**config.mk**
```make
export PLATFORM = sky130hd
export DESIGN_NAME = spi_target_port
export DESIGN_NICKNAME = d
export VERILOG_FILES = /design/src/rtl/spi_tp_pkg.sv /design/src/rtl/spi_tp_sync.sv /design/src/rtl/spi_tp_edge.sv /design/src/rtl/spi_tp_shifter.sv /design/src/rtl/spi_tp_sysbuf.sv /design/src/rtl/spi_target_port.sv
export SDC_FILE = /design/constraint.sdc
export NUM_CORES = 1
export LEC_CHECK = 0
export ABC_AREA = 1
export BUFFER_PORTS_ARGS = -buffer_cell sky130_fd_sc_hd__buf_4
export CORE_ASPECT_RATIO = 0.8
export CORE_MARGIN = 3
export CORE_UTILIZATION = 45
export CTS_CLUSTER_SIZE = 28
export DETAILED_ROUTE_END_ITERATION = 12
export GPL_TIMING_DRIVEN = 0
export PLACE_DENSITY_LB_ADDON = 0.08
export SLEW_MARGIN = 15
export SYNTH_ARGS = -nofsm -noshare
export SYNTH_HDL_FRONTEND = slang
export SYNTH_SLANG_ARGS = --single-unit
```
**constraint.sdc**
```tcl
create_clock -name clk -period 4.7 [get_ports clk]
set_clock_uncertainty 0.05 [all_clocks]
set_input_delay 0.705 -clock clk [delete_from_list [all_inputs] [get_ports clk]]
set_output_delay 0.705 -clock clk [all_outputs]
set_load 0.005 [all_outputs]
```
**src/rtl/spi_tp_pkg.sv**
```systemverilog
package spi_tp_pkg;
  localparam int SPI_TP_SYNC_STAGES = 2;

  typedef struct packed {
    logic active;  // select asserted (synchronized)
    logic start;   // select just asserted
    logic sample;  // capture edge for the current mode
    logic shift;   // launch edge for the current mode
  } spi_tp_evt_t;

  function automatic logic [15:0] spi_tp_low_mask(input int unsigned bits);
    logic [15:0] m;
    for (int i = 0; i < 16; i++) m[i] = (i < bits);
    return m;
  endfunction
endpackage

```
**src/rtl/spi_tp_sync.sv**
```systemverilog
module spi_tp_sync #(
  parameter int WIDTH = 3,
  parameter int STAGES = 2,
  parameter logic [WIDTH-1:0] RST_VAL = '0
) (
  input  logic             clk,
  input  logic             rst_n,
  input  logic [WIDTH-1:0] d,
  output logic [WIDTH-1:0] q
);
  generate
    for (genvar b = 0; b < WIDTH; b++) begin : g_bit
      logic [STAGES-1:0] chain;
      always_ff @(posedge clk or negedge rst_n) begin
        if (!rst_n) chain <= {STAGES{RST_VAL[b]}};
        else        chain <= {chain[STAGES-2:0], d[b]};
      end
      assign q[b] = chain[STAGES-1];
    end
  endgenerate
endmodule

```
**src/rtl/spi_tp_edge.sv**
```systemverilog
module spi_tp_edge
  import spi_tp_pkg::*;
(
  input  logic        clk,
  input  logic        rst_n,
  input  logic        cpol,
  input  logic        cpha,
  input  logic        sck_s,
  input  logic        ss_n_s,
  output spi_tp_evt_t evt
);
  logic sck_d, ss_n_d;
  logic rise, fall, lead, trail;

  always_ff @(posedge clk or negedge rst_n) begin
    if (!rst_n) begin
      sck_d  <= 1'b0;
      ss_n_d <= 1'b1;
    end else begin
      sck_d  <= sck_s;
      ss_n_d <= ss_n_s;
    end
  end

  always_comb begin
    rise  = sck_s & ~sck_d;
    fall  = ~sck_s & sck_d;
    lead  = cpol ? fall : rise;
    trail = cpol ? rise : fall;
    evt.active = ~ss_n_s;
    evt.start  = ~ss_n_s & ss_n_d;
    evt.sample = cpha ? trail : lead;
    evt.shift  = cpha ? lead : trail;
  end
endmodule

```
**src/rtl/spi_tp_shifter.sv**
```systemverilog
module spi_tp_shifter
  import spi_tp_pkg::*;
#(
  parameter int DATA_W = 16,
  parameter int SHORT_W = 8,
  localparam int CNT_W = $clog2(DATA_W)
) (
  input  logic              clk,
  input  logic              rst_n,
  input  logic              cpha,
  input  logic              wide,
  input  spi_tp_evt_t       evt,
  input  logic              mosi_s,
  input  logic [DATA_W-1:0] ld_word,
  output logic              load_req,
  output logic              done,
  output logic [DATA_W-1:0] done_word,
  output logic              miso_bit,
  output logic [CNT_W-1:0]  bit_cnt
);
  localparam logic [CNT_W-1:0] LAST_LONG  = CNT_W'(DATA_W - 1);
  localparam logic [CNT_W-1:0] LAST_SHORT = CNT_W'(SHORT_W - 1);
  localparam logic [DATA_W-1:0] SHORT_MASK = {{(DATA_W-SHORT_W){1'b0}}, {SHORT_W{1'b1}}};

  logic [DATA_W-1:0] tx_sh, rx_sh, rx_next;
  logic [CNT_W-1:0]  last_idx;
  logic              at_boundary;

  always_comb begin
    last_idx    = wide ? LAST_LONG : LAST_SHORT;
    at_boundary = (bit_cnt == '0);
    load_req    = evt.active & ((evt.start & ~cpha) | (evt.shift & at_boundary));
    rx_next     = {rx_sh[DATA_W-2:0], mosi_s};
    done        = evt.active & evt.sample & (bit_cnt == last_idx);
    done_word   = wide ? rx_next : (rx_next & SHORT_MASK);
    miso_bit    = wide ? tx_sh[DATA_W-1] : tx_sh[SHORT_W-1];
  end

  always_ff @(posedge clk or negedge rst_n) begin
    if (!rst_n) begin
      tx_sh   <= '0;
      rx_sh   <= '0;
      bit_cnt <= '0;
    end else if (!evt.active) begin
      rx_sh   <= '0;
      bit_cnt <= '0;
    end else begin
      if (load_req)       tx_sh <= ld_word;
      else if (evt.shift) tx_sh <= {tx_sh[DATA_W-2:0], 1'b0};
      if (evt.sample) begin
        rx_sh   <= rx_next;
        bit_cnt <= (bit_cnt == last_idx) ? '0 : bit_cnt + 1'b1;
      end
    end
  end
endmodule

```
**src/rtl/spi_tp_sysbuf.sv**
```systemverilog
module spi_tp_sysbuf #(
  parameter int DATA_W = 16
) (
  input  logic              clk,
  input  logic              rst_n,
  input  logic              load_req,
  input  logic              done,
  input  logic [DATA_W-1:0] done_word,
  output logic [DATA_W-1:0] ld_word,
  input  logic              tx_valid,
  output logic              tx_ready,
  input  logic [DATA_W-1:0] tx_data,
  output logic              rx_valid,
  input  logic              rx_ready,
  output logic [DATA_W-1:0] rx_data,
  output logic              irq,
  input  logic              irq_clr,
  output logic              overrun
);
  logic [DATA_W-1:0] hold;
  logic              hold_full, accept, pop;

  always_comb begin
    tx_ready = ~hold_full;
    accept   = tx_valid & ~hold_full;
    pop      = rx_valid & rx_ready;
    ld_word  = hold_full ? hold : '0;
  end

  always_ff @(posedge clk or negedge rst_n) begin
    if (!rst_n) begin
      hold      <= '0;
      hold_full <= 1'b0;
    end else if (accept) begin
      hold      <= tx_data;
      hold_full <= 1'b1;
    end else if (load_req) begin
      hold_full <= 1'b0;
    end
  end

  always_ff @(posedge clk or negedge rst_n) begin
    if (!rst_n) begin
      rx_data  <= '0;
      rx_valid <= 1'b0;
      irq      <= 1'b0;
      overrun  <= 1'b0;
    end else begin
      if (done && rx_valid && !pop) begin
        overrun <= 1'b1;
      end else if (done) begin
        rx_data  <= done_word;
        rx_valid <= 1'b1;
      end else if (pop) begin
        rx_valid <= 1'b0;
      end
      if (done)         irq <= 1'b1;
      else if (irq_clr) irq <= 1'b0;
      if (irq_clr && !(done && rx_valid && !pop)) overrun <= 1'b0;
    end
  end
endmodule

```
**src/rtl/spi_target_port.sv**
```systemverilog
module spi_target_port
  import spi_tp_pkg::*;
#(
  parameter int DATA_W = 16,
  parameter int SHORT_W = 8
) (
  input  logic              clk,
  input  logic              rst_n,
  input  logic              cfg_cpol,
  input  logic              cfg_cpha,
  input  logic              cfg_wide,
  input  logic              spi_sck,
  input  logic              spi_ss_n,
  input  logic              spi_mosi,
  output logic              spi_miso,
  output logic              spi_miso_oe,
  input  logic              tx_valid,
  output logic              tx_ready,
  input  logic [DATA_W-1:0] tx_data,
  output logic              rx_valid,
  input  logic              rx_ready,
  output logic [DATA_W-1:0] rx_data,
  output logic              irq,
  input  logic              irq_clr,
  output logic              overrun
);
  localparam int CNT_W = $clog2(DATA_W);

  logic [2:0]        pins_raw, pins_s;
  spi_tp_evt_t       evt;
  logic              sel_active;
  logic              load_req, word_done, miso_bit;
  logic [DATA_W-1:0] done_word, ld_word;
  logic [CNT_W-1:0]  bit_cnt;

  assign pins_raw = {spi_sck, spi_ss_n, spi_mosi};

  spi_tp_sync #(
    .WIDTH(3), .STAGES(SPI_TP_SYNC_STAGES), .RST_VAL(3'b010)
  ) u_sync (
    .clk(clk), .rst_n(rst_n), .d(pins_raw), .q(pins_s)
  );

  spi_tp_edge u_edge (
    .clk(clk), .rst_n(rst_n), .cpol(cfg_cpol), .cpha(cfg_cpha),
    .sck_s(pins_s[2]), .ss_n_s(pins_s[1]), .evt(evt)
  );

  spi_tp_shifter #(.DATA_W(DATA_W), .SHORT_W(SHORT_W)) u_shift (
    .clk(clk), .rst_n(rst_n), .cpha(cfg_cpha), .wide(cfg_wide), .evt(evt),
    .mosi_s(pins_s[0]), .ld_word(ld_word), .load_req(load_req),
    .done(word_done), .done_word(done_word), .miso_bit(miso_bit), .bit_cnt(bit_cnt)
  );

  spi_tp_sysbuf #(.DATA_W(DATA_W)) u_buf (
    .clk(clk), .rst_n(rst_n), .load_req(load_req), .done(word_done),
    .done_word(done_word), .ld_word(ld_word), .tx_valid(tx_valid),
    .tx_ready(tx_ready), .tx_data(tx_data), .rx_valid(rx_valid),
    .rx_ready(rx_ready), .rx_data(rx_data), .irq(irq), .irq_clr(irq_clr),
    .overrun(overrun)
  );

  assign sel_active  = evt.active;
  assign spi_miso_oe = sel_active;
  assign spi_miso    = sel_active & miso_bit;
endmodule

```
# After elaboration in Yosys (flattened, before gate mapping)
# Cells that the tools add are included.
# W data, S select, Z words.
word_totals:
  ff_bits: 79
  in_bits: 27
  out_inout_bits: 22
  word_cells: 72
classes:
  n_addsub: 1
  eq_ne: 1
  mux: 23
  n_bitwise: 18
  n_reduce_logical: 15
op_table:
  columns: ["op", "count"]
  rows:
  - ["$mux W16", 4]
  - ["$mux W15", 2]
  - ["$mux W4", 4]
  - ["$mux W1", 13]
  - ["$reduce_bool A2 Y1", 6]
  - ["$and A1 B1 Y1", 11]
  - ["$not A1 Y1", 6]
  - ["$reduce_and A2 Y1", 3]
  - ["$add A4 B1 Y4 const B", 1]
  - ["$eq A4 B4 Y1", 1]
  - ["$logic_not A4 Y1", 1]
  - ["$logic_and A1 B1 Y1", 3]
  - ["$logic_not A1 Y1", 2]
  - ["$or A1 B1 Y1", 1]

# Longest topological paths before layout
logic_depth:
  ltp_word: 11
  ltp_mapped: 11
  ltp_nobuf: 9

# Hierarchy
# From an unflattened synthesis, not the netlist that was laid out.
hier_totals:
  hier_cells: 465
  hier_area_um2: 3724.8
modules_own_cells:
  columns: ["mod", "n_inst", "cells_each", "area_per_inst_um2", "seq_area_each_um2"]
  rows:
  - ["spi_tp_shifter", 1, 247, 1813.0, 875.8]
  - ["spi_tp_sysbuf", 1, 186, 1601.5, 900.9]
  - ["spi_tp_sync", 1, 9, 175.2, 152.6]
  - ["spi_tp_edge", 1, 21, 127.6, 51.3]
  - ["spi_target_port", 1, 2, 7.5, 0.0]

# Worst setup path after synthesis
# No wires, ideal clock.
synth_path:
  path_type: "input to output"
  from: "in cfg_wide"
  to: "out spi_miso"
  t_arrival_ns: 1.220
  required_ns: 3.945
  setup_slack_ns: 2.725
  stages: 3
  path_buffers: 1
  path_cell_list: "clkbuf_1 -> o21ai_0 -> a21oi_1"
synth_between:
  elab_chain_cells: 2
synth_lines:
  columns: ["element", "line", "text"]
  rows:
  - ["start: declaration", "spi_target_port.sv:11", "input logic cfg_wide,"]
  - ["$mux W1", "spi_tp_shifter.sv:36", "miso_bit = wide ? tx_sh[DATA_W-1] : tx_sh[SHORT_W-1];"]
  - ["$and A1 B1 Y1", "spi_target_port.sv:65", "assign spi_miso = sel_active & miso_bit;"]
  - ["end: declaration", "spi_target_port.sv:15", "output logic spi_miso,"]
# Every way passes these cells.

# Final worst setup path
layout_path:
  from: "reg u_sync.g_bit[1].chain[1]"
  to: "out spi_miso"
layout_between:
  elab_chain_cells: 2
layout_lines:
  columns: ["element", "line", "text"]
  rows:
  - ["start: declaration", "spi_tp_sync.sv:13", "logic [STAGES-1:0] chain;"]
  - ["start signal: assignment", "spi_tp_sync.sv:15", "if (!rst_n) chain <= {STAGES{RST_VAL[b]}};"]
  - ["start signal: assignment", "spi_tp_sync.sv:16", "else chain <= {chain[STAGES-2:0], d[b]};"]
  - ["$not A1 Y1 (no line)", null, null]
  - ["$and A1 B1 Y1", "spi_target_port.sv:65", null]
# Every way passes these cells.

==> metrics.txt <==
headroom to the max-slew limit=0.328; Hold/Removal Path Class=reg -> reg; FP Rows=28; min-delay src=u_sync.g_bit[0].chain[0]; Unique masters post-synth=30; Final nets=slightly below 500; grt ovf=0; CTS buffer count=9; Iteration-0 DRC Markers=105; # IOs=slightly below 50; reg2reg setup slack=around 3 ns; CP delay by family, top=buffers and inverters; Fmax=between 300 and 400 MHz; GR Util All Layers=0.178; Clock Tree Buf Depth=2; status=finished clean; Max-Cap Viols=0; CP max stage delay=approximately 0.43 ns; final RePlAce weighted congestion=0.787; routed len/inst=about 13 um; area grow syn2layout=19.0%; mean number of vias per cell=about 4.8; Initial Util=0.478; post-synthesis cell count=406; Clock Sinks=79; worst slew pin tran=slightly above 1 ns; worst-path cell with the longest stage delay=clkbuf_1; via count=roughly 2800; global-route wire length before repair=12800 um; Setup violations, final=0; Hold EP=u_sync.g_bit[0].chain[1]; HPWL Detailed=around 5200 um; Tot Pwr=~1.8 mW; Post-CTS Hold Buffers=0; final antenna-violating net count=0; Syn. warnings=0; Reg clk slew, reported paths=0.08 ns; # fillers=718; Crit Path Class=reg -> out; drt total wl=between 7000 and 8000 um; CTS tree=done; largest net degree at the start of global routing=80; 1st-pass router iterations=4; Clock Latency Late Sink=0.36 ns; startpoint class of the critical path=flip-flop; CP Cell Sequence=inv_1 > clkbuf_1 > o21ai_0 > a21oi_1 > buf_4; CTS root buf=clkbuf_8; clock period minus worst slack=~2.6 ns; DIE WIDTH=around 110 um; total leakage power=roughly 2.4 nW; RSZ-0062 raised after global routing=false; post-CTS setup buffers=0; reg-to-reg startpoint=u_shift.bit_cnt[0]; post-synthesis sequential area ratio=0.545; Hold Path Depth=0; FF-to-FF path depth=11; Final Hold Fails=0; initial antenna violation count=0; Worst R2R End=u_shift.tx_sh[10]; htree depth=3; layout cells sized above 1=0.255; Syn Nets=roughly 440; pwr/cell area=421 nW/um2; number of port buffers=48; Peak VDD IR=between 200 and 250 uV; die extent in y=86.4 um; Arr. time, crit path=1.83 ns; Die Area=9190 um2; post-cts resize count=0; syn avg cell area=roughly 8.9 um2; Crit path required time=around 3.9 ns; Core Region=between 7000 and 8000 um2; fin. max-slew vios=0; Yosys reg bits=around 80; Buf/Inv on CP=3; Post-Syn Area=roughly 3600 um2; vias in the first global route=about 2700; DRC viols=0; Fin Setup TNS=0 ns; peak fanout along the critical path=10; period utilization=0.551; number of antenna diodes=0; crit path capture type=primary output
## layer usage
metal / routed length (um) / global-route usage / part of all wire / vias up
li1: - / - / - / 1406
met1: 3860 / 0.267 / 0.52 / 1297
met2: 3070 / 0.244 / 0.41 / 67
met3: 392 / 0.0551 / 0.053 / 13
met4: 108 / 0.0639 / 0.015 / 0
met5: 0 / 0 / 0 / -
## how the worst max path moves through the flow
stage / startpoint / end / slack [ns] / cells past startpoint
finish: u_sync.g_bit[1].chain[1] / spi_miso / 2.11 / 5
global route: u_sync.g_bit[1].chain[1] / spi_miso / 1.94 / 5
CTS: u_sync.g_bit[1].chain[1] / spi_miso / 2.08 / 5
detailed placement: cfg_wide / spi_miso / 2.29 / 5
global placement: cfg_wide / spi_miso / 2.28 / 5
floorplan: cfg_wide / spi_miso / 2.73 / 3
## where the power goes
part | switching, mW | internal [mW] | total [mW]
Clock | 0.251 | 0.259 | 0.510
Sequential | 0.0729 | 0.813 | 0.886
Combinational | 0.234 | 0.191 | 0.426
Total | 0.558 | 1.26 | 1.82
## synthesized netlist by cell type (all sizes together)
master,n,area [um2]
a21oi,17,88.8
buf,16,118
clkbuf,4,15.0
clkinv,1,3.75
dfrtp,76,1900
dfstp,3,78.8
ha,2,25.0
inv,55,206
mux2,15,169
nand2,120,480
nand3,33,180
nand3b,1,7.51
nand4,17,113
nor2,21,95.1
nor3,1,10.0
o21ai,22,125
or2,1,6.26
xor2,1,8.76
## state kept, by name, summed over array words and instances (netlist names), 4 cells and up
name	count
u_buf.rx_data	16
u_shift.rx_sh	15
u_buf.hold	16
u_shift.bit_cnt	4
u_sync.g_bit.chain	6
u_shift.tx_sh	16
## metrics by stage
step / instances / setup slack (ns) / instance area [um2] / hold slack [ns] / utilization
floorplan: 406 / 2.73 / 3630 / 0.281 / -
global placement: 559 / 2.28 / 4120 / 0.283 / 0.542
detailed placement: 559 / 2.29 / 4120 / 0.287 / 0.542
CTS: 575 / 2.08 / 4320 / 0.306 / 0.569
global route: 575 / 1.94 / 4320 / 0.313 / 0.569
finish: 575 / 2.11 / 4320 / 0.302 / 0.569
## final cells by class
| cell class | count | area (um2) | area share |
|---|---|---|---|
| Sequential cell | 79 | 1980 | 0.458 |
| Timing Repair Buffer | 48 | 360 | 0.0834 |
| Clock inverter | 5 | 57.6 | 0.0133 |
| Clock buffer | 11 | 141 | 0.0327 |
| Tap cell | 105 | 131 | 0.0304 |
| Buffer | 20 | 133 | 0.0307 |
| Inverter | 56 | 210 | 0.0486 |
| Multi-Input combinational cell | 251 | 1310 | 0.303 |
## cell usage in the layout, fill, tap and decap left out, drive strengths merged
cell | synthesis | layout
a21oi | 17 | 17
buf | 16 | 64
bufinv | 0 | 1
clkbuf | 4 | 15
clkinv | 1 | 2
clkinvlp | 0 | 3
dfrtp | 76 | 76
dfstp | 3 | 3
ha | 2 | 2
inv | 55 | 55
mux2 | 15 | 15
nand2 | 120 | 120
nand3 | 33 | 33
nand3b | 1 | 1
nand4 | 17 | 17
nor2 | 21 | 21
nor3 | 1 | 1
o21ai | 22 | 22
or2 | 1 | 1
xor2 | 1 | 1
## kinds of logic (layout without fill, tap and decap cells)
group / count (synthesis) / after routing / synth area share
AND/OR/NAND/NOR: 194 / 194 / 0.246
flip-flops: 79 / 79 / 0.545
buffers and inverters: 76 / 140 / 0.0944
AO/OA/AOI/OAI: 39 / 39 / 0.0589
multiplexers: 15 / 15 / 0.0465
adder cells (fa/ha/maj): 2 / 2 / 0.00689
XOR/XNOR: 1 / 1 / 0.00241
(Power assumes the default switching activity.)
